**src/rtl/sdram_seq_pkg.sv**
```systemverilog
package sdram_seq_pkg;
  // {cs_n, ras_n, cas_n, we_n}
  typedef enum logic [3:0] {
    CMD_MRS = 4'b0000,
    CMD_REF = 4'b0001,
    CMD_PRE = 4'b0010,
    CMD_ACT = 4'b0011,
    CMD_WR  = 4'b0100,
    CMD_RD  = 4'b0101,
    CMD_BST = 4'b0110,
    CMD_NOP = 4'b0111
  } cmd_e;

  typedef enum logic [2:0] {
    ST_WAIT, ST_PREA, ST_IREF, ST_MRS, ST_RUN
  } st_e;
endpackage

```
**src/rtl/sdram_bank_timer.sv**
```systemverilog
module sdram_bank_timer #(
  parameter int ROW_W = 13,
  parameter int T_RCD = 3,
  parameter int T_RAS = 6,
  parameter int T_RC  = 9,
  parameter int T_RP  = 3,
  parameter int T_WR  = 2
) (
  input  logic             clk_i,
  input  logic             rst_ni,
  input  logic             act_i,
  input  logic [ROW_W-1:0] row_i,
  input  logic             wr_i,
  input  logic             pre_i,
  input  logic             ref_i,
  output logic             open_o,
  output logic [ROW_W-1:0] row_o,
  output logic             rw_ok_o,
  output logic             pre_ok_o,
  output logic             act_ok_o
);
  localparam int M1 = (T_RC > T_RAS) ? T_RC : T_RAS;
  localparam int M2 = (M1 > T_RCD) ? M1 : T_RCD;
  localparam int M3 = (M2 > T_RP) ? M2 : T_RP;
  localparam int M4 = (M3 > T_WR) ? M3 : T_WR;
  localparam int CW = $clog2(M4 + 1);
  localparam logic [CW-1:0] L_RCD = CW'(T_RCD - 1);
  localparam logic [CW-1:0] L_RAS = CW'(T_RAS - 1);
  localparam logic [CW-1:0] L_RC  = CW'(T_RC - 1);
  localparam logic [CW-1:0] L_RP  = CW'(T_RP - 1);
  localparam logic [CW-1:0] L_WR  = CW'(T_WR - 1);

  logic             open_q;
  logic [ROW_W-1:0] row_q;
  logic [CW-1:0]    rcd_q, hold_pre_q, hold_act_q;
  logic [CW-1:0]    rcd_dec, pre_dec, act_dec;

  assign rcd_dec = (rcd_q == '0) ? '0 : rcd_q - CW'(1);
  assign pre_dec = (hold_pre_q == '0) ? '0 : hold_pre_q - CW'(1);
  assign act_dec = (hold_act_q == '0) ? '0 : hold_act_q - CW'(1);

  always_ff @(posedge clk_i or negedge rst_ni) begin
    if (!rst_ni) begin
      open_q     <= 1'b0;
      row_q      <= '0;
      rcd_q      <= '0;
      hold_pre_q <= '0;
      hold_act_q <= '0;
    end else begin
      rcd_q <= act_i ? L_RCD : rcd_dec;
      if (act_i)                        hold_pre_q <= L_RAS;
      else if (wr_i && pre_dec < L_WR)  hold_pre_q <= L_WR;
      else                              hold_pre_q <= pre_dec;
      if (act_i || ref_i)               hold_act_q <= L_RC;
      else if (pre_i && act_dec < L_RP) hold_act_q <= L_RP;
      else                              hold_act_q <= act_dec;
      if (act_i) begin
        open_q <= 1'b1;
        row_q  <= row_i;
      end else if (pre_i) begin
        open_q <= 1'b0;
      end
    end
  end

  assign open_o   = open_q;
  assign row_o    = row_q;
  assign rw_ok_o  = open_q && (rcd_q == '0);
  assign pre_ok_o = (hold_pre_q == '0);
  assign act_ok_o = !open_q && (hold_act_q == '0);

  p_act_closed_r6: assert property (@(posedge clk_i) disable iff (!rst_ni)
    act_i |-> !open_q && hold_act_q == '0);
  p_pre_ras_r5: assert property (@(posedge clk_i) disable iff (!rst_ni)
    (pre_i && open_q) |-> hold_pre_q == '0);
  p_wr_open_r4: assert property (@(posedge clk_i) disable iff (!rst_ni)
    wr_i |-> open_q && rcd_q == '0);
  p_open_after_act_r9: assert property (@(posedge clk_i) disable iff (!rst_ni)
    (act_i) |=> open_o && row_o == $past(row_i));
endmodule

```
**src/rtl/sdram_ref_timer.sv**
```systemverilog
module sdram_ref_timer #(
  parameter int INTERVAL = 1040,
  parameter int T_RC     = 9
) (
  input  logic clk_i,
  input  logic rst_ni,
  input  logic ref_i,
  output logic pend_o,
  output logic busy_o
);
  localparam int IW = $clog2(INTERVAL + 1);
  localparam int RW = $clog2(T_RC + 1);
  localparam logic [IW-1:0] L_IV = IW'(INTERVAL - 1);
  localparam logic [RW-1:0] L_RC = RW'(T_RC - 1);

  logic [IW-1:0] iv_q;
  logic [RW-1:0] rfc_q;
  logic          pend_q;

  always_ff @(posedge clk_i or negedge rst_ni) begin
    if (!rst_ni) begin
      iv_q   <= L_IV;
      rfc_q  <= '0;
      pend_q <= 1'b0;
    end else begin
      iv_q <= (iv_q == '0) ? L_IV : iv_q - IW'(1);
      if (iv_q == '0) pend_q <= 1'b1;
      else if (ref_i) pend_q <= 1'b0;
      if (ref_i)              rfc_q <= L_RC;
      else if (rfc_q != '0)   rfc_q <= rfc_q - RW'(1);
    end
  end

  assign pend_o = pend_q;
  assign busy_o = pend_q || (rfc_q != '0);

  p_pend_hold_r10: assert property (@(posedge clk_i) disable iff (!rst_ni)
    (pend_q && !ref_i) |=> pend_q);
  p_busy_after_ref_r10: assert property (@(posedge clk_i) disable iff (!rst_ni)
    ref_i |=> busy_o);
endmodule

```
**src/rtl/sdram_seq.sv**
```systemverilog
module sdram_seq
  import sdram_seq_pkg::*;
#(
  parameter int ROW_W        = 13,
  parameter int COL_W        = 10,
  parameter int BANK_W       = 2,
  parameter int T_INIT       = 26667,
  parameter int INIT_REFS    = 2,
  parameter logic [ROW_W-1:0] MODE_WORD = 'h030,
  parameter int T_MRD        = 2,
  parameter int T_RCD        = 3,
  parameter int T_RAS        = 6,
  parameter int T_RC         = 9,
  parameter int T_RP         = 3,
  parameter int T_RRD        = 2,
  parameter int T_WR         = 2,
  parameter int REF_INTERVAL = 1040
) (
  input  logic                          clk_i,
  input  logic                          rst_ni,
  input  logic                          req_i,
  input  logic                          req_we_i,
  input  logic [BANK_W+ROW_W+COL_W-1:0] req_addr_i,
  output logic                          ack_o,
  output logic                          sd_cs_no,
  output logic                          sd_ras_no,
  output logic                          sd_cas_no,
  output logic                          sd_we_no,
  output logic [BANK_W-1:0]             sd_ba_o,
  output logic [ROW_W-1:0]              sd_addr_o,
  output logic                          ref_busy_o
);
  localparam int NB  = 1 << BANK_W;
  localparam int AW  = BANK_W + ROW_W + COL_W;
  localparam int AP  = 10;  // all-banks / auto-precharge bit
  localparam int WW  = $clog2(T_INIT + 1);
  localparam int IRW = $clog2(INIT_REFS + 1);
  localparam int SW  = $clog2(((T_MRD > T_RRD) ? T_MRD : T_RRD) + 1);
  localparam logic [WW-1:0]  L_INIT = WW'(T_INIT - 1);
  localparam logic [IRW-1:0] L_IREF = IRW'(INIT_REFS - 1);
  localparam logic [SW-1:0]  L_MRD  = SW'(T_MRD - 1);
  localparam logic [SW-1:0]  L_RRD  = SW'(T_RRD - 1);

  st_e              state_q, state_d;
  cmd_e             cmd_q, nxt_cmd;
  logic [BANK_W-1:0] ba_q, nxt_ba;
  logic [ROW_W-1:0] addr_q, nxt_addr;
  logic             ack_q, nxt_ack;
  logic [WW-1:0]    wait_q;
  logic [IRW-1:0]   iref_q;
  logic [SW-1:0]    mrd_q, rrd_q;
  logic             ref_pend, ref_s;

  logic [NB-1:0]    open_v, rw_ok_v, pre_ok_v, act_ok_v;
  logic [NB-1:0]    act_s, wr_s, pre_s;
  logic [ROW_W-1:0] row_v [NB];

  logic [BANK_W-1:0] rq_bank;
  logic [ROW_W-1:0]  rq_row;
  logic [COL_W-1:0]  rq_col;
  logic              all_act_ok, pre_all_ok;

  assign rq_bank    = req_addr_i[AW-1 -: BANK_W];
  assign rq_row     = req_addr_i[COL_W +: ROW_W];
  assign rq_col     = req_addr_i[COL_W-1:0];
  assign all_act_ok = &act_ok_v;
  assign pre_all_ok = &(pre_ok_v | ~open_v);

  always_comb begin
    state_d  = state_q;
    nxt_cmd  = CMD_NOP;
    nxt_ba   = '0;
    nxt_addr = '0;
    nxt_ack  = 1'b0;
    unique case (state_q)
      ST_WAIT: if (wait_q == '0) state_d = ST_PREA;
      ST_PREA: begin
        nxt_cmd      = CMD_PRE;
        nxt_addr[AP] = 1'b1;
        state_d      = ST_IREF;
      end
      ST_IREF: if (all_act_ok) begin
        nxt_cmd = CMD_REF;
        if (iref_q == L_IREF) state_d = ST_MRS;
      end
      ST_MRS: if (all_act_ok) begin
        nxt_cmd  = CMD_MRS;
        nxt_addr = MODE_WORD;
        state_d  = ST_RUN;
      end
      ST_RUN: if (mrd_q == '0) begin
        if (ref_pend) begin
          // close everything, then refresh
          if (|open_v) begin
            if (pre_all_ok) begin
              nxt_cmd      = CMD_PRE;
              nxt_addr[AP] = 1'b1;
            end
          end else if (all_act_ok) begin
            nxt_cmd = CMD_REF;
          end
        end else if (req_i && !ack_q) begin
          nxt_ba = rq_bank;
          if (open_v[rq_bank] && row_v[rq_bank] == rq_row) begin
            if (rw_ok_v[rq_bank]) begin
              nxt_cmd  = req_we_i ? CMD_WR : CMD_RD;
              nxt_addr = ROW_W'(rq_col);
              nxt_ack  = 1'b1;
            end
          end else if (open_v[rq_bank]) begin
            if (pre_ok_v[rq_bank]) nxt_cmd = CMD_PRE;
          end else if (act_ok_v[rq_bank] && rrd_q == '0) begin
            nxt_cmd  = CMD_ACT;
            nxt_addr = rq_row;
          end
        end
      end
      default: state_d = ST_WAIT;
    endcase
  end

  assign ref_s = (nxt_cmd == CMD_REF);

  always_ff @(posedge clk_i or negedge rst_ni) begin
    if (!rst_ni) begin
      state_q <= ST_WAIT;
      cmd_q   <= CMD_NOP;
      ba_q    <= '0;
      addr_q  <= '0;
      ack_q   <= 1'b0;
      wait_q  <= L_INIT;
      iref_q  <= '0;
      mrd_q   <= '0;
      rrd_q   <= '0;
    end else begin
      state_q <= state_d;
      cmd_q   <= nxt_cmd;
      ba_q    <= nxt_ba;
      addr_q  <= nxt_addr;
      ack_q   <= nxt_ack;
      if (wait_q != '0) wait_q <= wait_q - WW'(1);
      if (state_q == ST_IREF && ref_s) iref_q <= iref_q + IRW'(1);
      if (nxt_cmd == CMD_MRS)  mrd_q <= L_MRD;
      else if (mrd_q != '0)    mrd_q <= mrd_q - SW'(1);
      if (nxt_cmd == CMD_ACT)  rrd_q <= L_RRD;
      else if (rrd_q != '0)    rrd_q <= rrd_q - SW'(1);
    end
  end

  for (genvar g = 0; g < NB; g++) begin : g_bank
    assign act_s[g] = (nxt_cmd == CMD_ACT) && (nxt_ba == BANK_W'(g));
    assign wr_s[g]  = (nxt_cmd == CMD_WR) && (nxt_ba == BANK_W'(g));
    assign pre_s[g] = (nxt_cmd == CMD_PRE) && (nxt_addr[AP] || nxt_ba == BANK_W'(g));
    sdram_bank_timer #(
      .ROW_W(ROW_W), .T_RCD(T_RCD), .T_RAS(T_RAS),
      .T_RC(T_RC), .T_RP(T_RP), .T_WR(T_WR)
    ) bank_i (
      .clk_i   (clk_i),
      .rst_ni  (rst_ni),
      .act_i   (act_s[g]),
      .row_i   (nxt_addr),
      .wr_i    (wr_s[g]),
      .pre_i   (pre_s[g]),
      .ref_i   (ref_s),
      .open_o  (open_v[g]),
      .row_o   (row_v[g]),
      .rw_ok_o (rw_ok_v[g]),
      .pre_ok_o(pre_ok_v[g]),
      .act_ok_o(act_ok_v[g])
    );
  end

  sdram_ref_timer #(.INTERVAL(REF_INTERVAL), .T_RC(T_RC)) ref_i (
    .clk_i (clk_i),
    .rst_ni(rst_ni),
    .ref_i (ref_s),
    .pend_o(ref_pend),
    .busy_o(ref_busy_o)
  );

  assign {sd_cs_no, sd_ras_no, sd_cas_no, sd_we_no} = cmd_q;
  assign sd_ba_o   = ba_q;
  assign sd_addr_o = addr_q;
  assign ack_o     = ack_q;

  p_ack_open_r7: assert property (@(posedge clk_i) disable iff (!rst_ni)
    ack_q |-> open_v[ba_q]);
  p_ack_single_r12: assert property (@(posedge clk_i) disable iff (!rst_ni)
    ack_q |=> !ack_q);
  p_ref_closed_r10: assert property (@(posedge clk_i) disable iff (!rst_ni)
    (cmd_q == CMD_REF) |-> open_v == '0);
  p_pend_blocks_r11: assert property (@(posedge clk_i) disable iff (!rst_ni)
    (state_q == ST_RUN && ref_pend) |=> cmd_q != CMD_ACT && !ack_q);
  p_mrd_gap_r3: assert property (@(posedge clk_i) disable iff (!rst_ni)
    (cmd_q == CMD_MRS) |=> cmd_q == CMD_NOP);
  p_init_quiet_r2: assert property (@(posedge clk_i) disable iff (!rst_ni)
    (state_q != ST_RUN) |-> !ack_q);
endmodule

```
**config.mk**
```make
export PLATFORM = sky130hd
export DESIGN_NAME = sdram_seq
export DESIGN_NICKNAME = d
export VERILOG_FILES = /design/src/rtl/sdram_seq_pkg.sv /design/src/rtl/sdram_bank_timer.sv /design/src/rtl/sdram_ref_timer.sv /design/src/rtl/sdram_seq.sv
export SDC_FILE = /design/constraint.sdc
export NUM_CORES = 1
export LEC_CHECK = 0
export BUFFER_PORTS_ARGS = -buffer_cell sky130_fd_sc_hd__buf_2
export CAP_MARGIN = 20
export CORE_AREA = 2 2 95 165
export CTS_CLUSTER_DIAMETER = 80
export DETAILED_ROUTE_END_ITERATION = 8
export DIE_AREA = 0 0 97 167
export GPL_ROUTABILITY_DRIVEN = 0
export PLACE_DENSITY = 0.78
export SYNTH_ARGS = -nofsm -noshare
export SYNTH_HDL_FRONTEND = slang
export SYNTH_HIERARCHICAL = 1
export SYNTH_SLANG_ARGS = --single-unit
export TNS_END_PERCENT = 10
```
**constraint.sdc**
```tcl
create_clock -name clk_i -period 7.8 [get_ports clk_i]
set_input_delay 1.56 -clock clk_i [delete_from_list [all_inputs] [get_ports clk_i]]
set_output_delay 1.56 -clock clk_i [all_outputs]
set_load 0.01 [all_outputs]
```
==> results.sh <==
export IMPL_place_hpwl_um=12800
export IMPL_clk_path_buf_depth=2
export IMPL_r2r_slack_ns=3.00
export IMPL_cts_tree="built"
export IMPL_syn_inst=730
export IMPL_fin_area_um2=9310
export IMPL_wl_per_cell_um=18.8
export IMPL_holdPathEnd="wait_q[14]"
export IMPL_nets=823
export IMPL_dieArea_um2=16200
export IMPL_p_per_area_nw_per_um2=278
export IMPL_clock_root_buffer="clkbuf_16"
export IMPL_fin_setup_tns_ns=0
export IMPL_fillCellCount=1107
export IMPL_reg2reg_to="g_bank[0].bank_i/row_o[5]"
export IMPL_num_vias=5993
export IMPL_post_place_ws_ns=2.46
export IMPL_multi_input_area_um2=3920
export IMPL_postSynth_asyncResetShare_pct=100
export IMPL_layout_min_cycle_time_ns=4.98
export IMPL_drv_cap=0
export IMPL_cp_required_ns=8.11
export IMPL_ys_ff_latch=163
export IMPL_whs_ns=0.467
export IMPL_drtAntennaViolNets=0
export IMPL_drc=0
export IMPL_max_slew_margin_rel_pct=35.1
export IMPL_hold_viol_final=0
export IMPL_antenna_found_initial=0
export IMPL_syn_nets=774
export IMPL_worstHoldPathCells=1
export IMPL_fin_crit_sh_pct=63.8
export IMPL_dpl_instance_area_um2=8710
export IMPL_ff2ff_path_depth=13
export IMPL_avgSynthCellArea_um2=11.4
export IMPL_rsz0062_at_grt="no"
export IMPL_worst_slew_pin_slew_ns=0.969
export IMPL_yosysSeqAreaShare_pct=49.3
export IMPL_status="finished, final reports clean"
export IMPL_grt_pass1_wl_um=30600
export IMPL_drive_above_1_share_pct=21.7
export IMPL_synth_top_area_share_pct=44.8
export IMPL_post_cts_setup_buffers=0
export IMPL_setup_viol=0
export IMPL_clk_latency_ns=0.43
export IMPL_ir_worst_vdd_mv=0.202
export IMPL_wl_um=18300
export IMPL_viasPerCell=6.15
export IMPL_worst_slack_ns=2.82
export IMPL_ios=50
export IMPL_final_seq_area_um2=4100
export IMPL_drt_initial_drc_count=333
export IMPL_power_leakage_uw=0.00429
export IMPL_critical_path_class="primary input to flop"
export IMPL_netlist_cell_type_count=68
export IMPL_r2r_start="g_bank[3].bank_i/hold_act_q[0]"
export IMPL_skew_ns=0.0122
export IMPL_grt_ovfl_total=0
export IMPL_synth_area_um2=8320
export IMPL_synthTopCellsByArea="dfrtp_1, dfstp_2, mux2_2, mux4_2, mux2_1"
export IMPL_critPathMaxFanout=23
export IMPL_grt_max_degree=85
export IMPL_cts_sinks=163
export IMPL_io_buffers=48
export IMPL_cts_resized=0
export IMPL_rows=59
export IMPL_critPathLaunchType="primary input"
export IMPL_cts_buffers=17
export IMPL_core_um2=14800
export IMPL_cts_htree_levels=4
export IMPL_initial_core_util_pct=56.1
export IMPL_grtUsageTotal_pct=23.5
export IMPL_end_kind="flop"
export IMPL_hp_class="flop to flop"
export IMPL_dr_pass1_iters=5
export IMPL_clk_transition_reported_paths_ns=0.07
export IMPL_yosys_warnings=6
export IMPL_hold_buffers=0
export IMPL_synth_edf_count=0
export IMPL_maxSlewViolCount=0
export IMPL_die_y_um=167
export IMPL_diodes=0
export IMPL_synthFlopType="dfrtp_1"
export IMPL_yosysTopAreaCell="dfrtp_1"
export IMPL_die_x_um=97
export IMPL_fmax_mhz=201
export IMPL_holdCritStartpoint="wait_q[14]"
export IMPL_first_global_vias=6348
export IMPL_syn_to_final_growth_pct=11.9
export IMPL_cp_arrival_ns=5.28
## cells in the mapped netlist (all sizes together) (7+ instances only)
cell type  number
xnor2          26
nand4           9
o21ai          16
nor3b          11
mux4           17
mux2i           9
a21oi          27
nor2b           7
nor3           38
dfrtp         149
inv            47
buf            14
clkbuf         11
nand2b         16
a22o            8
nand2          36
nor2           62
nor4            8
o211ai          8
o31ai           7
and2            8
nand3b         21
ha             15
dfstp          14
mux2           53
## flip-flops by register name, summed over array words and instances (netlist names), 3 cells and up
register	cells
wait_q	15
cmd_q	3
state_q	3
g_bank.bank_i/hold_act_q	16
g_bank.bank_i/open_o	4
ref_i/iv_q	11
ref_i/rfc_q	4
g_bank.bank_i/row_o	52
g_bank.bank_i/hold_pre_q	16
g_bank.bank_i/rcd_q	16
sd_addr_o	13
## placed cells by master (no fill, tap or decap), types with 5 or more instances in the layout
| cell type | instances |
|---|---|
| o2111ai_1 | 6 |
| mux2i_1 | 9 |
| inv_6 | 5 |
| nor2b_1 | 7 |
| and3_1 | 6 |
| or3_1 | 5 |
| xnor2_1 | 26 |
| mux2_1 | 25 |
| nand4b_1 | 6 |
| dfrtp_1 | 149 |
| nor3b_1 | 7 |
| and2_1 | 8 |
| buf_2 | 47 |
| inv_1 | 47 |
| a21o_1 | 6 |
| nand3b_1 | 21 |
| nand3_1 | 5 |
| mux2_2 | 28 |
| dfstp_2 | 14 |
| nor2_2 | 5 |
| nor2_1 | 57 |
| a22o_1 | 8 |
| or3b_1 | 5 |
| o211ai_1 | 8 |
| nand2b_1 | 15 |
| buf_4 | 6 |
| xor2_1 | 6 |
| nor3_1 | 35 |
| o31ai_1 | 7 |
| o21ai_0 | 15 |
| ha_1 | 15 |
| nand4_1 | 9 |
| a21oi_1 | 26 |
| nor4_1 | 6 |
| clkbuf_16 | 17 |
| nand2_1 | 36 |
| mux4_2 | 14 |
## report_power, final
| group | internal [µW] | total [µW] | leakage (µW) | switching (µW) |
|---|---|---|---|---|
| Sequential | 964 | 1100 | 0.00212 | 139 |
| Combinational | 327 | 686 | 0.00190 | 358 |
| Clock | 424 | 800 | 0.000274 | 376 |
## critical path: stages
cell and delay (ns):
buf_2 0.55, mux4_2 0.65, nand3b_1 0.24, a221o_1 0.35, nor2_1 0.14, nand3_1 0.24, nor3_2 0.81, buf_4 0.36
mux2_2 0.36
## kinds of logic after synthesis
| logic type | Yosys count | synth area share, % |
|---|---|---|
| AO/OA/AOI/OAI | 110 | 9.81 |
| other | 1 | 0.0451 |
| flip-flops | 163 | 49.3 |
| AND/OR/NAND/NOR | 258 | 18.4 |
| XOR/XNOR | 32 | 3.37 |
| adder cells (fa/ha/maj) | 15 | 2.26 |
| buffers and inverters | 72 | 3.90 |
| multiplexers | 79 | 13.0 |
## cell type report
class | count | share of cell area, %
clock buffer | 18 | 4.61
timing repair buffer | 55 | 3.43
clock inverter | 14 | 1.49
inverter | 47 | 1.90
tap | 183 | 2.46
multi-input combinational | 495 | 42.1
sequential | 163 | 44.0
## layer usage
layer | up-vias | wire length (µm) | global-route usage (%)
met2 | 182 | 9900 | 42.8
li1 | 2746 | - | -
met3 | 59 | 653 | 3.82
met5 | - | 0 | 0
met4 | 0 | 847 | 13.0
met1 | 3006 | 6940 | 25.8
## worst max path at each step
stage / start / to / slack [ns] / cells after the start
floorplan: req_addr_i[23] / g_bank[0].bank_i/row_o[1] / 3.55 / 11
global placement: req_addr_i[23] / g_bank[0].bank_i/row_o[10] / 2.55 / 9
detailed placement: req_addr_i[23] / g_bank[0].bank_i/row_o[4] / 2.46 / 9
global route: req_addr_i[23] / g_bank[0].bank_i/hold_act_q[0] / 2.65 / 10
CTS: req_addr_i[23] / g_bank[0].bank_i/row_o[5] / 2.87 / 9
finish: req_addr_i[23] / g_bank[0].bank_i/row_o[5] / 2.82 / 9
## metrics by stage
step | util (%) | std cells | total power, µW
CTS | 62.6 | 974 | 2590
finish | 62.7 | 975 | 2590
floorplan | - | 730 | 1610
detailed placement | 58.7 | 942 | 1790
global route | 62.7 | 975 | 2730
global placement | 58.7 | 942 | 1730
No activity file was read; power rests on OpenSTA's default activity.
